==> config.mk <==
export PLATFORM = sky130hd
export DESIGN_NAME = main_field_id
export DESIGN_NICKNAME = d
export VERILOG_FILES = /design/src/rtl/mfid_pkg.sv /design/src/rtl/mfid_edge.sv /design/src/rtl/mfid_phase.sv /design/src/rtl/mfid_field.sv /design/src/rtl/mfid_loss.sv /design/src/rtl/main_field_id.sv
export SDC_FILE = /design/constraint.sdc
export NUM_CORES = 1
export LEC_CHECK = 0
export BUFFER_PORTS_ARGS = -buffer_cell sky130_fd_sc_hd__buf_2
export CAP_MARGIN = 30
export CORE_MARGIN = 2
export CORE_UTILIZATION = 35
export DETAILED_ROUTE_END_ITERATION = 8
export HOLD_SLACK_MARGIN = 0.05
export SYNTH_ARGS = -nofsm -noshare
export SYNTH_HDL_FRONTEND = slang
export SYNTH_HIERARCHICAL = 1
export SYNTH_SLANG_ARGS = --single-unit
==> constraint.sdc <==
create_clock -name clk -period 4.45 [get_ports clk]
set_input_delay 0.6675 -clock clk [delete_from_list [all_inputs] [get_ports clk]]
set_output_delay 0.6675 -clock clk [all_outputs]
set_load 0.03 [all_outputs]
==> src/rtl/mfid_pkg.sv <==
package mfid_pkg;
   typedef enum logic [1:0] {
      VERDICT_NONE = 2'd0,
      VERDICT_ODD  = 2'd1,
      VERDICT_EVEN = 2'd2
   } verdict_t;
endpackage

==> src/rtl/mfid_edge.sv <==
module mfid_edge #(
   parameter bit ACTIVE_HIGH = 1'b1
) (
   input  logic clk,
   input  logic rst_n,
   input  logic sig,
   output logic pulse
);
   localparam logic IDLE_LVL = ~ACTIVE_HIGH;
   logic sig_d;

   always_ff @(posedge clk or negedge rst_n) begin
      if (!rst_n) sig_d <= IDLE_LVL;
      else        sig_d <= sig;
   end

   generate
      if (ACTIVE_HIGH) begin : g_rise
         assign pulse = sig & ~sig_d;
      end else begin : g_fall
         assign pulse = ~sig & sig_d;
      end
   endgenerate
endmodule

==> src/rtl/mfid_phase.sv <==
module mfid_phase
   import mfid_pkg::*;
#(
   parameter int NEAR_CLK = 143,
   parameter int EVEN_LO  = 311,
   parameter int EVEN_HI  = 598
) (
   input  logic     clk,
   input  logic     rst_n,
   input  logic     hd_rise,
   input  logic     vd_rise,
   output verdict_t verdict
);
   localparam int CNT_W = $clog2(EVEN_HI + 2);
   localparam int PND_W = $clog2(NEAR_CLK + 1);
   localparam logic [CNT_W-1:0] SAT  = CNT_W'(EVEN_HI + 1);
   localparam logic [CNT_W-1:0] NEAR = CNT_W'(NEAR_CLK);
   localparam logic [CNT_W-1:0] LO   = CNT_W'(EVEN_LO);
   localparam logic [CNT_W-1:0] HI   = CNT_W'(EVEN_HI);
   localparam logic [PND_W-1:0] PND_END = PND_W'(NEAR_CLK);

   logic [CNT_W-1:0] since_hd;
   logic [PND_W-1:0] since_vd;
   logic             waiting;
   verdict_t         immediate;

   always_comb begin
      immediate = VERDICT_NONE;
      if (hd_rise)                                 immediate = VERDICT_ODD;
      else if (since_hd <= NEAR)                   immediate = VERDICT_ODD;
      else if (since_hd >= LO && since_hd <= HI)   immediate = VERDICT_EVEN;
   end

   always_comb begin
      if (vd_rise)                 verdict = immediate;
      else if (waiting && hd_rise) verdict = VERDICT_ODD;
      else                         verdict = VERDICT_NONE;
   end

   always_ff @(posedge clk or negedge rst_n) begin
      if (!rst_n) begin
         since_hd <= SAT;
         since_vd <= '0;
         waiting  <= 1'b0;
      end else begin
         if (hd_rise)              since_hd <= CNT_W'(1);
         else if (since_hd != SAT) since_hd <= since_hd + 1'b1;

         if (vd_rise) begin
            waiting  <= (immediate == VERDICT_NONE);
            since_vd <= PND_W'(1);
         end else if (waiting) begin
            if (hd_rise || since_vd == PND_END) waiting <= 1'b0;
            else                                since_vd <= since_vd + 1'b1;
         end
      end
   end
endmodule

==> src/rtl/mfid_field.sv <==
module mfid_field
   import mfid_pkg::*;
(
   input  logic     clk,
   input  logic     rst_n,
   input  verdict_t verdict,
   input  logic     hold,
   output logic     raw_odd,
   output logic     change
);
   logic next_odd;

   always_comb begin
      next_odd = raw_odd;
      if (!hold) begin
         if (verdict == VERDICT_ODD)       next_odd = 1'b1;
         else if (verdict == VERDICT_EVEN) next_odd = 1'b0;
      end
   end

   always_ff @(posedge clk or negedge rst_n) begin
      if (!rst_n) begin
         raw_odd <= 1'b0;
         change  <= 1'b0;
      end else begin
         raw_odd <= next_odd;
         change  <= (next_odd != raw_odd);
      end
   end
endmodule

==> src/rtl/mfid_loss.sv <==
module mfid_loss #(
   parameter int LOST_LINES = 400
) (
   input  logic clk,
   input  logic rst_n,
   input  logic hd_rise,
   input  logic vd_rise,
   output logic lost
);
   localparam int LN_W = $clog2(LOST_LINES + 1);
   localparam logic [LN_W-1:0] LAST = LN_W'(LOST_LINES - 1);
   logic [LN_W-1:0] lines;

   always_ff @(posedge clk or negedge rst_n) begin
      if (!rst_n) begin
         lines <= '0;
         lost  <= 1'b1;
      end else if (vd_rise) begin
         lines <= '0;
         lost  <= 1'b0;
      end else if (hd_rise && !lost) begin
         if (lines == LAST) begin
            lines <= '0;
            lost  <= 1'b1;
         end else begin
            lines <= lines + 1'b1;
         end
      end
   end
endmodule

==> src/rtl/main_field_id.sv <==
module main_field_id
   import mfid_pkg::*;
#(
   parameter int NEAR_CLK       = 143,
   parameter int EVEN_LO        = 311,
   parameter int EVEN_HI        = 598,
   parameter int LOST_LINES     = 400,
   parameter bit HD_ACTIVE_HIGH = 1'b1,
   parameter bit VD_ACTIVE_HIGH = 1'b1
) (
   input  logic clk,
   input  logic rst_n,
   input  logic hd_in,
   input  logic vd_in,
   input  logic inv_field,
   input  logic fix_field,
   output logic field_odd,
   output logic field_chg,
   output logic vsync_lost
);
   generate
      if (NEAR_CLK < 1 || NEAR_CLK >= EVEN_LO || EVEN_LO > EVEN_HI) begin : g_bad_window
         $error("main_field_id: windows must satisfy 1 <= NEAR_CLK < EVEN_LO <= EVEN_HI");
      end
      if (LOST_LINES < 2) begin : g_bad_lost
         $error("main_field_id: LOST_LINES must be at least 2");
      end
   endgenerate

   logic     hd_rise;
   logic     vd_rise;
   logic     raw_odd;
   verdict_t verdict;

   mfid_edge #(.ACTIVE_HIGH(HD_ACTIVE_HIGH)) i_hd_edge (
      .clk(clk), .rst_n(rst_n), .sig(hd_in), .pulse(hd_rise));

   mfid_edge #(.ACTIVE_HIGH(VD_ACTIVE_HIGH)) i_vd_edge (
      .clk(clk), .rst_n(rst_n), .sig(vd_in), .pulse(vd_rise));

   mfid_phase #(.NEAR_CLK(NEAR_CLK), .EVEN_LO(EVEN_LO), .EVEN_HI(EVEN_HI)) i_phase (
      .clk(clk), .rst_n(rst_n), .hd_rise(hd_rise), .vd_rise(vd_rise), .verdict(verdict));

   mfid_field i_field (
      .clk(clk), .rst_n(rst_n), .verdict(verdict), .hold(fix_field),
      .raw_odd(raw_odd), .change(field_chg));

   mfid_loss #(.LOST_LINES(LOST_LINES)) i_loss (
      .clk(clk), .rst_n(rst_n), .hd_rise(hd_rise), .vd_rise(vd_rise), .lost(vsync_lost));

   assign field_odd = raw_odd ^ inv_field;
endmodule

==> impl_metrics.json <==
{
  "via_per_inst": 4.94,
  "hp-class": "in -> async",
  "critical_path_cell_count": 5,
  "maxCapViolCount": 0,
  "setup_violations": 0,
  "worst_slew_pin_slew_ns": 0.720,
  "synth_top_area_share_pct": 36.4,
  "row_count": 26,
  "cts-resized-gates": 0,
  "synth_fp_nets": 183,
  "antenna_found_initial": 0,
  "muxShareOfSynthArea_pct": 1.68,
  "rsz0062_at_grt": "no",
  "synth-compound-area-share_pct": 10.5,
  "cts_tree": "yes",
  "synth_edf_count": 0,
  "drive_gt1_share_pct": 16.7,
  "drc": 0,
  "finalInstanceArea_sq_um": 1990,
  "initial_core_util_pct": 35.7,
  "max_slew_margin_pct": 52.0,
  "p_leak_nw": 0.863,
  "yosysSeqAreaShare_pct": 46.6,
  "ir_worst_vdd_mv": 0.147,
  "clk_pin_slew_ns": 0.08,
  "avgSynthCellArea_sq_um": 10.3,
  "area_growth_pct": 11.3,
  "cp_cell_sequence": "or3_4 > or4_4 > and4b_1 > or3b_1 > a21oi_2",
  "cts_setup_buffers": 0,
  "clkSinkCount": 33,
  "yosys_warnings": 6,
  "critical-path-top-delay-family": "simple AND/OR/NAND/NOR gates",
  "r2r_cells": 5,
  "ant_nets": 0,
  "io_buffers": 8,
  "synth_top_family_by_area": "simple AND/OR/NAND/NOR gates",
  "final-seq-area_sq_um": 835,
  "synth_xor_area_share_pct": 10.3,
  "multi_input_area_sq_um": 887,
  "critical_path_arrival_ns": 2.45,
  "crit_fanout": 7,
  "yosys.area_share.simple_pct": 24.3,
  "synth-seq-cells": 33,
  "fp.dieH_um": 75.5,
  "synthAdderAreaFrac_pct": 2.80,
  "die-area_sq_um": 5700,
  "syn_area_sq_um": 1790,
  "r2r-end": "i_field/change",
  "final.period_utilization_pct": 50.2,
  "status": "finished clean",
  "vias": 1236,
  "fp.coreArea_sq_um": 5010,
  "synth.largest_area_cell": "dfrtp_1",
  "hold_buffers": 0,
  "slew_viol_final": 0,
  "fin_util_pct": 39.7,
  "async_flop_share_pct": 100,
  "gpl.final_weighted_congestion": 0.792,
  "nFillCells": 512,
  "clock_skew_ns": 0.00905,
  "cts_inserted_buffers": 5,
  "dpl-instance-area_sq_um": 1860,
  "hpwlAfterDp_um": 2030,
  "antenna_cells": 0,
  "path_class": "reg -> reg",
  "wl_um": 3000,
  "wl_per_cell_um": 12.0,
  "cp_slowest_cell": "or4_4",
  "grt_max_degree": 34,
  "htree_num_levels": 2,
  "synthDistinctLibCells": 47,
  "r2r-start": "i_phase/since_hd[7]",
  "worstSetupEndpointType": "register",
  "ioPinCount": 9,
  "max_stage_delay_ns": 0.53,
  "cts_max_path_buffers": 2,
  "yosysMostFrequentCell": "nor2_1",
  "grt_pass1_wl_um": 5440,
  "grt_pass1_vias": 1221,
  "total_power_mw": 0.772,
  "critPathLaunchType": "register",
  "synth_commonest_cells": "28 x nor2_1, 26 x dfrtp_1, 17 x xor2_1",
  "finalHoldViolations": 0,
  "gr-total-overflow": 0,
  "post-route-min-period_ns": 2.23,
  "fin_tns_setup_ns": 0,
  "drtPass1Iterations": 4,
  "die_w_um": 75.5,
  "p_per_area_nw_per_um2": 388,
  "synth_area_leaders": "dfrtp_1 36%, dfstp_2 10%, xor2_1 8.3%",
  "drt-initial-drc-count": 34,
  "cts_root_buf": "clkbuf_8",
  "netlist_instances": 173,
  "dominantRegCellSynth": "dfrtp_1",
  "hold_ws_ns": 0.433,
  "track_usage_pct": 12.6,
  "final_net_count": 189,
  "cp.required_ns": 4.67,
  "fmax_ghz": 0.448,
  "r2r_setup_slack_ns": 2.22,
  "crit_buf_inv": 0,
  "clock_latency_ns": 0.28
}
-- where the power goes --
group	leakage [nW]	internal, mW	switching [mW]
logic	0.376	0.0313	0.0430
registers	0.418	0.330	0.0306
clock network	0.0681	0.223	0.115
total	0.863	0.584	0.188
-- stage by stage --
| step | setup slack, ns | instances |
|---|---|---|
| 5_1_grt | 1.99 | 250 |
| 6_report | 2.22 | 250 |
| 3_3_place_gp | 1.99 | 242 |
| 2_1_floorplan | 2.22 | 173 |
| 4_1_cts | 2.20 | 250 |
| 3_5_place_dp | 1.95 | 242 |
-- worst max-delay path by stage --
stage                              from         endpoint
finish              i_phase/since_hd[7]   i_field/change
global route                      hd_in  i_loss/lines[2]
CTS                 i_phase/since_hd[7]   i_field/change
detailed placement                hd_in  i_loss/lines[3]
global placement                  hd_in  i_loss/lines[2]
floorplan           i_phase/since_hd[4]   i_field/change
-- kinds of logic (layout without fill, tap and decap cells) --
logic type | count (synthesis) | after routing
multiplexers | 3 | 3
adder cells (fa/ha/maj) | 4 | 4
flip-flops | 33 | 33
buffers and inverters | 11 | 18
XOR/XNOR | 21 | 21
AND/OR/NAND/NOR | 74 | 74
AO/OA/AOI/OAI | 27 | 27
-- layout make-up --
cell class              count  share of cell area [%]
multi-input cells         129                    44.6
flip-flops and latches     33                    41.9
well taps                  70                    4.40
clock buffers               5                    3.46
clock inverters             3                    3.27
repair buffers              8                    2.01
inverters                   2                   0.377
-- registers in the layout, summed over array words and instances, names as in the netlist --
register          count
i_phase/waiting       1
i_field/change        1
i_loss/lines          9
i_vd_edge/sig_d       1
i_phase/since_hd     10
i_hd_edge/sig_d       1
i_field/raw_odd       1
i_phase/since_vd      8
i_loss/lost           1
-- metal layers --
| metal | global-route usage, % | part of all wire, % | vias up |
|---|---|---|---|
| met5 | 0 | 0 | - |
| met4 | 4.09 | 1.1 | 0 |
| met3 | 4.37 | 3.4 | 5 |
| met2 | 19.1 | 44 | 15 |
| met1 | 16.8 | 51 | 591 |
| li1 | - | - | 625 |
-- cell usage in the layout, fill, tap and decap left out, types with 3 or more instances in the layout --
master / instances
buf_2: 8
nand2b_1: 4
nand2_1: 5
dfrtp_1: 26
xor2_1: 17
nand4_1: 3
mux2i_1: 3
clkbuf_8: 5
nand3_1: 6
nor3_1: 3
xnor2_1: 4
and3_1: 5
nor2_1: 28
a21oi_1: 8
ha_1: 4
dfstp_2: 7
and4_1: 3
o31ai_1: 3
o2111ai_1: 3
No activity file was read; power rests on OpenSTA's default activity.
